### config.mk
export PLATFORM = sky130hd
export DESIGN_NAME = simd_cadence_unit
export DESIGN_NICKNAME = d
export VERILOG_FILES = /design/src/rtl/simd_cadence_pkg.sv /design/src/rtl/cadence_seq.sv /design/src/rtl/exec_mask_unit.sv /design/src/rtl/lane_bank.sv /design/src/rtl/simd_cadence_unit.sv
export SDC_FILE = /design/constraint.sdc
export NUM_CORES = 1
export LEC_CHECK = 0
export ABC_CLOCK_PERIOD_IN_PS = 5500
export BUFFER_PORTS_ARGS = -buffer_cell sky130_fd_sc_hd__buf_2
export CAP_MARGIN = 15
export CORE_MARGIN = 1
export CORE_UTILIZATION = 55
export DETAILED_ROUTE_END_ITERATION = 6
export GPL_ROUTABILITY_DRIVEN = 0
export GPL_TIMING_DRIVEN = 1
export PLACE_DENSITY_LB_ADDON = 0.05
export SKIP_CTS_REPAIR_TIMING = 1
export SLEW_MARGIN = 20
export SYNTH_ARGS = -nofsm -noshare
export SYNTH_HDL_FRONTEND = slang
export SYNTH_SLANG_ARGS = --single-unit
export TNS_END_PERCENT = 30
### constraint.sdc
create_clock -name clk -period 5.5 [get_ports clk]
set_input_delay 0.55 -clock clk [delete_from_list [all_inputs] [get_ports clk]]
set_output_delay 0.55 -clock clk [all_outputs]
set_load 0.02 [all_outputs]
### src/rtl/simd_cadence_pkg.sv
package simd_cadence_pkg;
   typedef enum logic [1:0] {
      OPC_SP    = 2'd0,
      OPC_DADD  = 2'd1,
      OPC_DMUL  = 2'd2,
      OPC_TRANS = 2'd3
   } opc_e;

   typedef enum logic [1:0] {
      MSK_HOLD    = 2'd0,
      MSK_IF      = 2'd1,
      MSK_ELSE    = 2'd2,
      MSK_RESTORE = 2'd3
   } mskcmd_e;
endpackage

### src/rtl/cadence_seq.sv
module cadence_seq #(
   parameter int QUARTERS = 4,
   parameter int QW       = 2,
   parameter int PW       = 3
) (
   input  logic          clk,
   input  logic          rst_n,
   input  logic          start,
   input  logic [PW-1:0] passes_m1,
   output logic          busy,
   output logic [QW-1:0] qidx
);
   localparam logic [QW-1:0] QLAST = QW'(QUARTERS - 1);

   initial begin
      if (QUARTERS < 2) $error("cadence_seq: QUARTERS must be at least 2");
   end

   logic [PW-1:0] pass_q, plim_q;

   always_ff @(posedge clk) begin
      if (!rst_n) begin
         busy   <= 1'b0;
         qidx   <= '0;
         pass_q <= '0;
         plim_q <= '0;
      end else if (!busy) begin
         if (start) begin
            busy   <= 1'b1;
            qidx   <= '0;
            pass_q <= '0;
            plim_q <= passes_m1;
         end
      end else if (qidx == QLAST) begin
         qidx <= '0;
         if (pass_q == plim_q) busy   <= 1'b0;
         else                  pass_q <= pass_q + 1'b1;
      end else begin
         qidx <= qidx + 1'b1;
      end
   end
endmodule

### src/rtl/exec_mask_unit.sv
module exec_mask_unit #(
   parameter int LANES = 64
) (
   input  logic             clk,
   input  logic             rst_n,
   input  logic             cmd_en,
   input  logic [1:0]       cmd,
   input  logic [LANES-1:0] cmp,
   output logic [LANES-1:0] mask
);
   import simd_cadence_pkg::*;

   logic [LANES-1:0] saved_q;
   mskcmd_e          op;
   assign op = mskcmd_e'(cmd);

   always_ff @(posedge clk) begin
      if (!rst_n) begin
         mask    <= '1;
         saved_q <= '1;
      end else if (cmd_en) begin
         case (op)
            MSK_IF: begin
               saved_q <= mask;
               mask    <= mask & cmp;
            end
            MSK_ELSE:    mask <= saved_q & ~mask;
            MSK_RESTORE: mask <= saved_q;
            default:     mask <= mask;
         endcase
      end
   end
endmodule

### src/rtl/lane_bank.sv
module lane_bank #(
   parameter int LANES  = 64,
   parameter int SIMD_W = 16,
   parameter int DATA_W = 8,
   parameter int QW     = 2,
   parameter int LW     = 6
) (
   input  logic              clk,
   input  logic              rst_n,
   input  logic [QW-1:0]     qidx,
   input  logic [SIMD_W-1:0] wr_en,
   input  logic [DATA_W-1:0] operand,
   input  logic [LW-1:0]     rd_sel,
   output logic [DATA_W-1:0] rd_data
);
   localparam int QUARTERS = LANES / SIMD_W;

   logic [DATA_W-1:0] regs [LANES];

   for (genvar g = 0; g < QUARTERS; g++) begin : g_quarter
      for (genvar l = 0; l < SIMD_W; l++) begin : g_lane
         localparam int IDX = g * SIMD_W + l;
         always_ff @(posedge clk) begin
            if (!rst_n)
               regs[IDX] <= '0;
            else if (qidx == QW'(g) && wr_en[l])
               regs[IDX] <= operand + DATA_W'(IDX);
         end
      end
   end

   assign rd_data = regs[rd_sel];
endmodule

### src/rtl/simd_cadence_unit.sv
module simd_cadence_unit #(
   parameter int LANES        = 64,
   parameter int SIMD_W       = 16,
   parameter int DATA_W       = 8,
   parameter int DADD_PASSES  = 2,
   parameter int LONG_PASSES  = 4,
   localparam int QUARTERS    = LANES / SIMD_W,
   localparam int QW          = $clog2(QUARTERS),
   localparam int LW          = $clog2(LANES),
   localparam int PW          = $clog2(LONG_PASSES + 1)
) (
   input  logic              clk,
   input  logic              rst_n,
   input  logic              issue_valid,
   input  logic [1:0]        issue_op,
   input  logic [DATA_W-1:0] issue_operand,
   input  logic [LANES-1:0]  cmp_result,
   input  logic [1:0]        mask_cmd,
   output logic              busy,
   output logic [QW-1:0]     quarter_idx,
   output logic [SIMD_W-1:0] quarter_en,
   output logic [LANES-1:0]  exec_mask,
   output logic              exec_zero,
   output logic              cmp_zero,
   input  logic [LW-1:0]     lane_sel,
   output logic [DATA_W-1:0] lane_data
);
   import simd_cadence_pkg::*;

   initial begin
      if (LANES % SIMD_W != 0) $error("simd_cadence_unit: LANES not a multiple of SIMD_W");
      if ((1 << QW) != QUARTERS) $error("simd_cadence_unit: quarter count must be a power of two");
      if (DADD_PASSES < 1 || LONG_PASSES < DADD_PASSES) $error("simd_cadence_unit: bad pass counts");
   end

   logic          accept;
   logic [PW-1:0] passes_m1;
   logic [DATA_W-1:0] operand_q;

   assign accept = issue_valid && !busy;

   always_comb begin
      case (opc_e'(issue_op))
         OPC_SP:   passes_m1 = '0;
         OPC_DADD: passes_m1 = PW'(DADD_PASSES - 1);
         default:  passes_m1 = PW'(LONG_PASSES - 1);
      endcase
   end

   always_ff @(posedge clk) begin
      if (!rst_n)      operand_q <= '0;
      else if (accept) operand_q <= issue_operand;
   end

   cadence_seq #(.QUARTERS(QUARTERS), .QW(QW), .PW(PW)) u_seq (
      .clk       (clk),
      .rst_n     (rst_n),
      .start     (issue_valid),
      .passes_m1 (passes_m1),
      .busy      (busy),
      .qidx      (quarter_idx)
   );

   exec_mask_unit #(.LANES(LANES)) u_mask (
      .clk    (clk),
      .rst_n  (rst_n),
      .cmd_en (!busy),
      .cmd    (mask_cmd),
      .cmp    (cmp_result),
      .mask   (exec_mask)
   );

   assign quarter_en = busy ? exec_mask[quarter_idx*SIMD_W +: SIMD_W] : '0;
   assign exec_zero  = ~|exec_mask;
   assign cmp_zero   = ~|cmp_result;

   lane_bank #(.LANES(LANES), .SIMD_W(SIMD_W), .DATA_W(DATA_W), .QW(QW), .LW(LW)) u_bank (
      .clk     (clk),
      .rst_n   (rst_n),
      .qidx    (quarter_idx),
      .wr_en   (quarter_en),
      .operand (operand_q),
      .rd_sel  (lane_sel),
      .rd_data (lane_data)
   );
endmodule

---- Word-level counts from Yosys, hierarchy flattened ----
Memory sizes are Yosys's and may differ from the RTL's.
Cells that the tools add are included.
storage, ports and cells
  register bits after elaboration ......... 145
  RAM bits ................................ 512
  output and inout bits ................... 93
  logic and storage cells ................. 501
  memories kept ........................... 1
memories
  name         depth  width  read ports  clocked after Yosys merged registers in  write ports  line             text
  u_bank.regs  64     8      1           0                                        64           lane_bank.sv:18  logic [DATA_W-1:0] regs [LANES];
cells by class
  $add $sub $neg .......................... 65
  eq/ne operators ......................... 10
  shift-type cells ........................ 1
  multiplexer cells ....................... 271
  bitwise logic cells ..................... 68
  reduce and logical (&&, ||, !) cells .... 78
operator list
  cell                                                              number
  8-bit 2-to-1 mux                                                  64
  8-bit by 6-bit adder with 8-bit output (second input constant)    32
  1-bit 2-to-1 mux                                                  197
  64-bit one-hot mux with 3 select lines                            1
  8-bit by 5-bit adder with 8-bit output (second input constant)    16
  64-bit AND                                                        2
  64-bit OR reduction                                               2
  1-bit logical AND                                                 65
  8-bit by 4-bit adder with 8-bit output (second input constant)    8
  64-bit inverter                                                   1
  1-bit OR                                                          64
  64-bit by 7-bit variable part select with 16-bit output           1
  8-bit by 3-bit adder with 8-bit output (second input constant)    4
  8-bit by 2-bit adder with 8-bit output (second input constant)    2
  16-bit 2-to-1 mux                                                 1
  3-bit 2-to-1 mux                                                  4
  8-bit by 1-bit adder with 8-bit output (second input constant)    1
  2-bit == test (second input constant)                             4
  2-bit by 1-bit == test with 1-bit output (second input constant)  3
  2-bit 2-to-1 mux                                                  3
  2-bit AND reduction                                               3
  2-bit logical NOT                                                 2
  2-bit one-hot mux with 2 select lines                             1
  3-bit by 1-bit adder with 3-bit output (second input constant)    1
  9 further kinds                                                   11

---- Depth between registers and ports, before layout ----
Gate-level depths: netlist (run 1).
  word-level depth ........................ 7
  gate-level depth with buffers ........... 11

---- By module ----
Synthesis (run 1) repeated with hierarchy kept, for this count alone.
unflattened totals
  cell total of the unflattened synthesis .. 2887
  area, all modules ....................... 33034.2 sq um
by module, submodules not included
  module             instances  cells an instance  area an instance (sq um)  seq. area each (sq um)
  lane_bank          1          2083               25971.2                   15374.7
  exec_mask_unit     1          650                5500.3                    2562.5
  simd_cadence_unit  1          109                1109.8                    160.2
  cadence_seq        1          45                 452.9                     180.2

---- Worst setup path before layout (run 1) ----
Ideal clock, no wire load.
  path type ............................... register to register
  start ................................... reg operand_q[4]
  end ..................................... mem u_bank.regs[63][7] (data pin)
  data arrival time ....................... 2385 ps
  slack ................................... 2855 ps
  stages on the path, launching flop included .. 10
  clock period less this slack ............ 2645 ps
  cells stage by stage .................... dfxtp_1 clkinv_1 buf_1 ha_1 clkbuf_1 inv_1 a21oi_1 o21ai_0 xnor2_1 nor2_1
RTL lines
  what                      line                     text
  start: declaration        simd_cadence_unit.sv:38  logic [DATA_W-1:0] operand_q;
  start signal: assignment  simd_cadence_unit.sv:52  else if (accept) operand_q <= issue_operand;
  end: declaration          lane_bank.sv:18

---- Final worst setup path (run 1) ----
  start ................................... in lane_sel[1]
  end ..................................... out lane_data[2]
between the ends
  cells in the longest elaborated chain, start to end .. 1
RTL lines
  what                    line                     text
  start: declaration      simd_cadence_unit.sv:25  input logic [LW-1:0] lane_sel,
  memory read 64 x 8 bit  n/a
  end: declaration        simd_cadence_unit.sv:26  output logic [DATA_W-1:0] lane_data
No other way between the ends.

==> flow_summary.yaml, run 1 <==
outcome:
  status: "finished, violations left"
  violations: "DRC"
drt:
  dr.pass1.iters: 7
  via_per_inst: 6.595
  vias: 25320
  route.detailed.drc: 8
  drt-initial-drc-count: 3482
  ant_nets: 0
  totalWireLength_mm: 121.0
  wl_per_cell_um: 31.50
sta:
  finalHoldViolations: 0
  tns_ps: 0
  finalSetupViolCount: 0
  fin_crit_sh_pct: 72.03
  slew_viol_final: 0
  worst_slew_pin_slew_ps: 1280
  clock-skew-final_ps: 29.71
  finalCriticalPeriod_ps: 3962
  rsz0062_at_grt: "no"
  slew_headroom_pct: 14.68
  fmax_mhz: 252.4
synth:
  synth.distinct_cells: 47
  syn-num-nets: 3054
  seq_area_frac_synth_pct: 55.86
  yosys.area.top_type: "edfxtp_1"
  avgSynthCellArea_um2: 11.13
  synth_area_leaders: "edfxtp_1, mux4_2, dfxtp_1"
  synth_top_area_share_pct: 47.04
  synthCells: 2937
  ys_ff_latch: 656
  netlist_area_mm2: 0.03268
  yosys_warnings: 0
final_layout:
  layout_commonest_cell: "edfxtp_1"
  final_core_util_pct: 62.44
  drive_above_1_share_pct: 16.49
  final_cell_mix: "edfxtp_1, nor2_1, nand2_1"
  finalNetCount: 3130
  syn_to_final_growth_pct: 11.29
pwr:
  p_per_area_mw_per_mm2: 339.1
  power_mw: 12.33
  p_leak_nw: 13.82
  peakVddDrop_v: 0.0002341
  p_int_mw: 8.874
  pwr-share-seq_pct: 47.5
  swShare_pct: 28.04
  p_clk_share_pct: 38.7
  p_sw_mw: 3.458
  combPwrFrac_pct: 13.8
clocking:
  htree_levels: 3
  cts.sinks: 656
  numCtsBuffers: 72
  ctsRootBufferMaster: "clkbuf_16"
  path_clk_slew_ps: 60
  clk_latency_ps: 630
  cts_tree: "done"
  clk_path_buf_depth: 3
setup_path:
  cp-startpoint: "lane_sel[1]"
  arrival_ps: 3410
  end_kind: "output pin"
  path_max_fanout: 32
  cp-start-kind: "primary input"
  cp_slowest_cell: "mux2i_1"
  cp_cell_sequence: "buf_4 -> buf_4 -> mux4_2 -> mux2i_1 -> a22o_1 -> a31oi_1 -> and3_1 -> buf_2"
  crit_type: "in -> out"
  crit_required_ps: 4950
  rr_startpoint: "operand_q[5]"
  cp_common_cell: "buf_4"
  max_stage_delay_ps: 550
min_path:
  min_from: "issue_operand[6]"
  hold_class: "in -> reg"
floorplan:
  row_count: 88
  io_pins: 178
  initial_utilization_pct: 56.11
  die_x_um: 245.8
  coreArea_mm2: 0.05825
  die-area_mm2: 0.06040
  chipHeight_um: 245.8
placement:
  portBuffers: 177
  dp_hpwl_mm: 81.43
global_route:
  track_usage_pct: 40.24
  grt_max_degree: 73
  grt_pass1_vias: 24340
  antenna_found_initial: 4
  grt_pass1_wl_mm: 171.6
  grt_overflow: 0
job:
  drv_cap: 0
==> logic make-up after synthesis <==
logic type / synth area share [%]
DFF: 55.86
buffers and inverters: 3.220
adders and majority gates: 1.225
xor gates and xnor gates: 5.413
and+or+nand+nor: 18.82
muxes: 10.86
AOI/OAI and AO/OA: 4.594
==> worst max-delay path: cells and delay by family <==
family,cells,cell delay [ps]
compound gates,2,400
buf+inv,3,1180
simple gates,1,310
mux,2,920
==> worst paths after layout <==
| check | slack, ps | to | cells past startpoint |
|---|---|---|---|
| worst min register to register | 470 | u_mask.saved_q[4] | 2 |
| worst max register to register | 1920 | u_bank.regs[41][7] | 7 |
| worst max-delay path | 1540 | lane_data[2] | 8 |
| worst min-delay path | 190 | operand_q[6] | 3 |
==> through the flow <==
step | setup slack (ps) | hold slack, ps | cell area [um^2] | instances
2_1_floorplan | 2855 | 440.1 | 32680 | 2937
3_3_place_gp | 1667 | 450.0 | 34060 | 3704
3_5_place_dp | 1649 | 456.8 | 34090 | 3704
4_1_cts | 1644 | 166.0 | 36350 | 3833
5_1_grt | 1538 | 195.1 | 36350 | 3833
6_report | 1538 | 190.6 | 36370 | 3840
==> cell type report <==
type	instances	area [um^2]
Tap cell	765	957.2
Sequential cell	656	18270
Timing Repair Buffer	229	1319
Inverter	22	82.58
Clock inverter	42	337.8
Antenna cell	7	17.52
Fill cell	4717	21870
Clock buffer	87	1923
Multi-Input combinational cell	2032	13460
==> sequential cells by signal (all words and copies together), names as in the netlist <==
name / flops
operand_q: 8
u_bank.regs: 512
u_mask.mask: 64
u_mask.saved_q: 64
u_seq.busy: 1
u_seq.pass_q: 3
u_seq.plim_q: 2
u_seq.qidx: 2
==> cell usage after synthesis, drive strengths merged <==
library cell,number
o211ai,5
inv,20
nor2,485
dfxtp,144
and2,23
a21oi,67
and4,5
mux4,144
ha,32
clkbuf,151
mux2i,24
a21o,9
clkinv,2
o21ai,103
xnor2,118
a32oi,1
a22oi,37
nor4,34
a22o,3
and3,45
nand2b,67
nor2b,86
a31oi,19
nor3b,4
buf,76
o311ai,1
a21boi,9
edfxtp,512
nor3,3
o21a,4
or3b,1
mux2,3
nand2,385
nand3,221
o21bai,1
nand4,8
xor2,84
and3b,1
==> power groups by stage <==
stage / clock network, mW / registers [mW] / logic (mW)
after floorplan: 0 / 5.88 / 0.962
after global placement: 0 / 5.93 / 1.63
after detailed placement: 0 / 5.95 / 1.64
after CTS: 4.77 / 5.85 / 1.65
after global routing: 4.96 / 5.87 / 1.75
final: 4.77 / 5.85 / 1.71
==> metal layers <==
layer | wire [um] | global-route usage, % | part of all wire (%) | vias to the layer above
met5 | 99 | 1.144 | 0.082 | -
li1 | - | - | - | 10550
met1 | 41530 | 49.59 | 34 | 12320
met3 | 15660 | 10.91 | 13 | 420
met4 | 8319 | 25.83 | 6.9 | 2
met2 | 55340 | 62.53 | 46 | 2032
Note: power is estimated with default switching activity, not from simulation.
==> run 2, diff against run 1 <==
- ABC_CLOCK_PERIOD_IN_PS: 5500 -> 3800
- clock period: 5.5 -> 3.8 ns (I/O delays scaled with it)
==> run 2 against run 1 <==
  * Wire length is 0.16% lower
  * Utilization grew 0.42 points
  * Total power grew 45%
  * The flow now finishes without violations
  * Largest power group unchanged
  * Clock power rose by 47%
  * Sequential cell count stayed put
  * Via count increased by 0.21%
  * Largest cell class unchanged
  * Final area rose by 0.67%
  * Worst hold slack lost 170 ps
  * Worst setup slack lost 990 ps
  * Clock skew fell by 9.3 ps
  * Sequential share of layout area down 0.33 points
==> flow_summary.yaml, run 2 (same netlist as run 1, synthesis figures left out) <==
global_route:
  use_met1_pct: 50.01
  antenna_found_initial: 5
  grt_max_degree: 99
  grtUsageMet3_pct: 9.735
  grt_pass1_wl_mm: 170.9
  grtUsageMet2_pct: 62.72
  busiest_layer: "met2"
  track_usage_pct: 40.29
  grt_pass1_vias: 24530
  grt_overflow: 0
floorplan:
  die-area_mm2: 0.06040
  chipHeight_um: 245.8
  die_x_um: 245.8
  row_count: 88
  coreArea_mm2: 0.05825
  initial_utilization_pct: 56.11
  io_pins: 178
outcome:
  status: "finished clean"
setup_path:
  timing.rr.end: "u_bank.regs[17][1]"
  arrival_ps: 2870
  end_kind: "output pin"
  cp_slowest_cell: "mux4_2"
  crit_required_ps: 3420
  cp_cell_sequence: "clkbuf_8 -> buf_12 -> mux4_2 -> a22oi_1 -> a31oi_1 -> and3_1 -> buf_2"
  reg2reg_slack_ps: 910
  crit_type: "in -> out"
  rr_startpoint: "u_seq.qidx[0]"
  r2r_cells: 6
  path_max_fanout: 29
  max_stage_delay_ps: 590
  cp-start-kind: "primary input"
clocking:
  path_clk_slew_ps: 60
  numCtsBuffers: 72
  cts.sinks: 656
  htree_levels: 3
  ctsRootBufferMaster: "clkbuf_16"
  clk_latency_ps: 620
  clk_path_buf_depth: 3
  cts_tree: "done"
sta:
  worst_slew_pin_slew_ps: 1173
  finalSetupViolCount: 0
  finalCriticalPeriod_ps: 3247
  rsz0062_at_grt: "no"
  tns_ps: 0
  fmax_mhz: 308.0
  finalHoldViolations: 0
  slew_headroom_pct: 21.29
  clock-skew-final_ps: 20.39
  slew_viol_final: 0
  fin_crit_sh_pct: 85.45
job:
  drv_cap: 0
placement:
  placedInstanceArea_mm2: 0.03430
  dp_hpwl_mm: 82.65
  portBuffers: 177
min_path:
  whs_path_depth: 3
  hold_class: "in -> reg"
  whs_endpoint: "operand_q[7]"
  min_from: "issue_operand[7]"
drt:
  wl_per_cell_um: 31.19
  via_per_inst: 6.554
  totalWireLength_mm: 120.8
  drt-initial-drc-count: 3432
  dr.pass1.iters: 6
  vias: 25380
  route.detailed.drc: 0
  ant_nets: 0
final_layout:
  final_area_mm2: 0.03662
  largest_reg_flops: 512
  top_register: "u_bank.regs"
  final_cell_mix: "edfxtp_1, nor2_1, nand2_1"
  layout_commonest_cell: "edfxtp_1"
  reg_top3: "u_bank.regs: 512 flops, u_mask.mask: 64 flops, u_mask.saved_q: 64 flops"
  fill_cells: 4676
  syn_to_final_growth_pct: 12.03
  drive_above_1_share_pct: 16.79
  finalNetCount: 3164
pwr:
  p_leak_nw: 13.99
  power_mw: 17.92
  p_per_area_mw_per_mm2: 489.5
  peakVddDrop_v: 0.0003870
run 2: worst max-delay path: cells and delay by family:
kind            cells  cell delay, ps
compound gates      2             630
mux                 1             590
simple gates        1             300
buf+inv             3             890
run 2: worst max-delay path by stage:
stage               slack, ps                 end  cells past startpoint    startpoint
floorplan                1150  u_bank.regs[63][7]                      9  operand_q[4]
global placement          610        lane_data[1]                      7   lane_sel[0]
detailed placement        570        lane_data[1]                      8   lane_sel[1]
CTS                       560        lane_data[1]                      8   lane_sel[1]
global route              500        lane_data[1]                      7   lane_sel[0]
finish                    550        lane_data[1]                      7   lane_sel[0]
run 2: power by group:
part           internal, mW  switching (mW)
clock network          4.09            2.92
registers              8.15           0.319
logic                 0.774            1.68
total                  13.0            4.91
run 2: layout make-up:
type / instances / area [um^2] / area share, %
repair buffers: 263 / 1587 / 4.333
multi-input cells: 2032 / 13400 / 36.61
well taps: 765 / 957.2 / 2.614
clock inverters: 29 / 300.3 / 0.8201
flip-flops and latches: 656 / 18270 / 49.90
diodes: 4 / 10.01 / 0.02734
clock buffers: 101 / 2004 / 5.474
inverters: 22 / 82.58 / 0.2255
run 2: through the flow:
stage / hold slack [ps] / worst slack (ps) / std cells / utilization (%)
finish: 23.43 / 553.0 / 3872 / 62.86
global route: 23.67 / 504.4 / 3868 / 62.85
global placement: 449.4 / 614.5 / 3738 / 58.89
floorplan: 440.1 / 1155 / 2937 / -
detailed placement: 454.3 / 570.4 / 3738 / 58.89
CTS: -2.042 / 560.8 / 3868 / 62.85
run 2: layer usage:
metal | wire length (um) | up-vias | part of all wire [%]
li1 | - | 10620 | -
met1 | 41280 | 12320 | 34
met2 | 55090 | 1999 | 46
met3 | 15190 | 433 | 13
met4 | 9179 | 4 | 7.6
met5 | 31 | - | 0.026
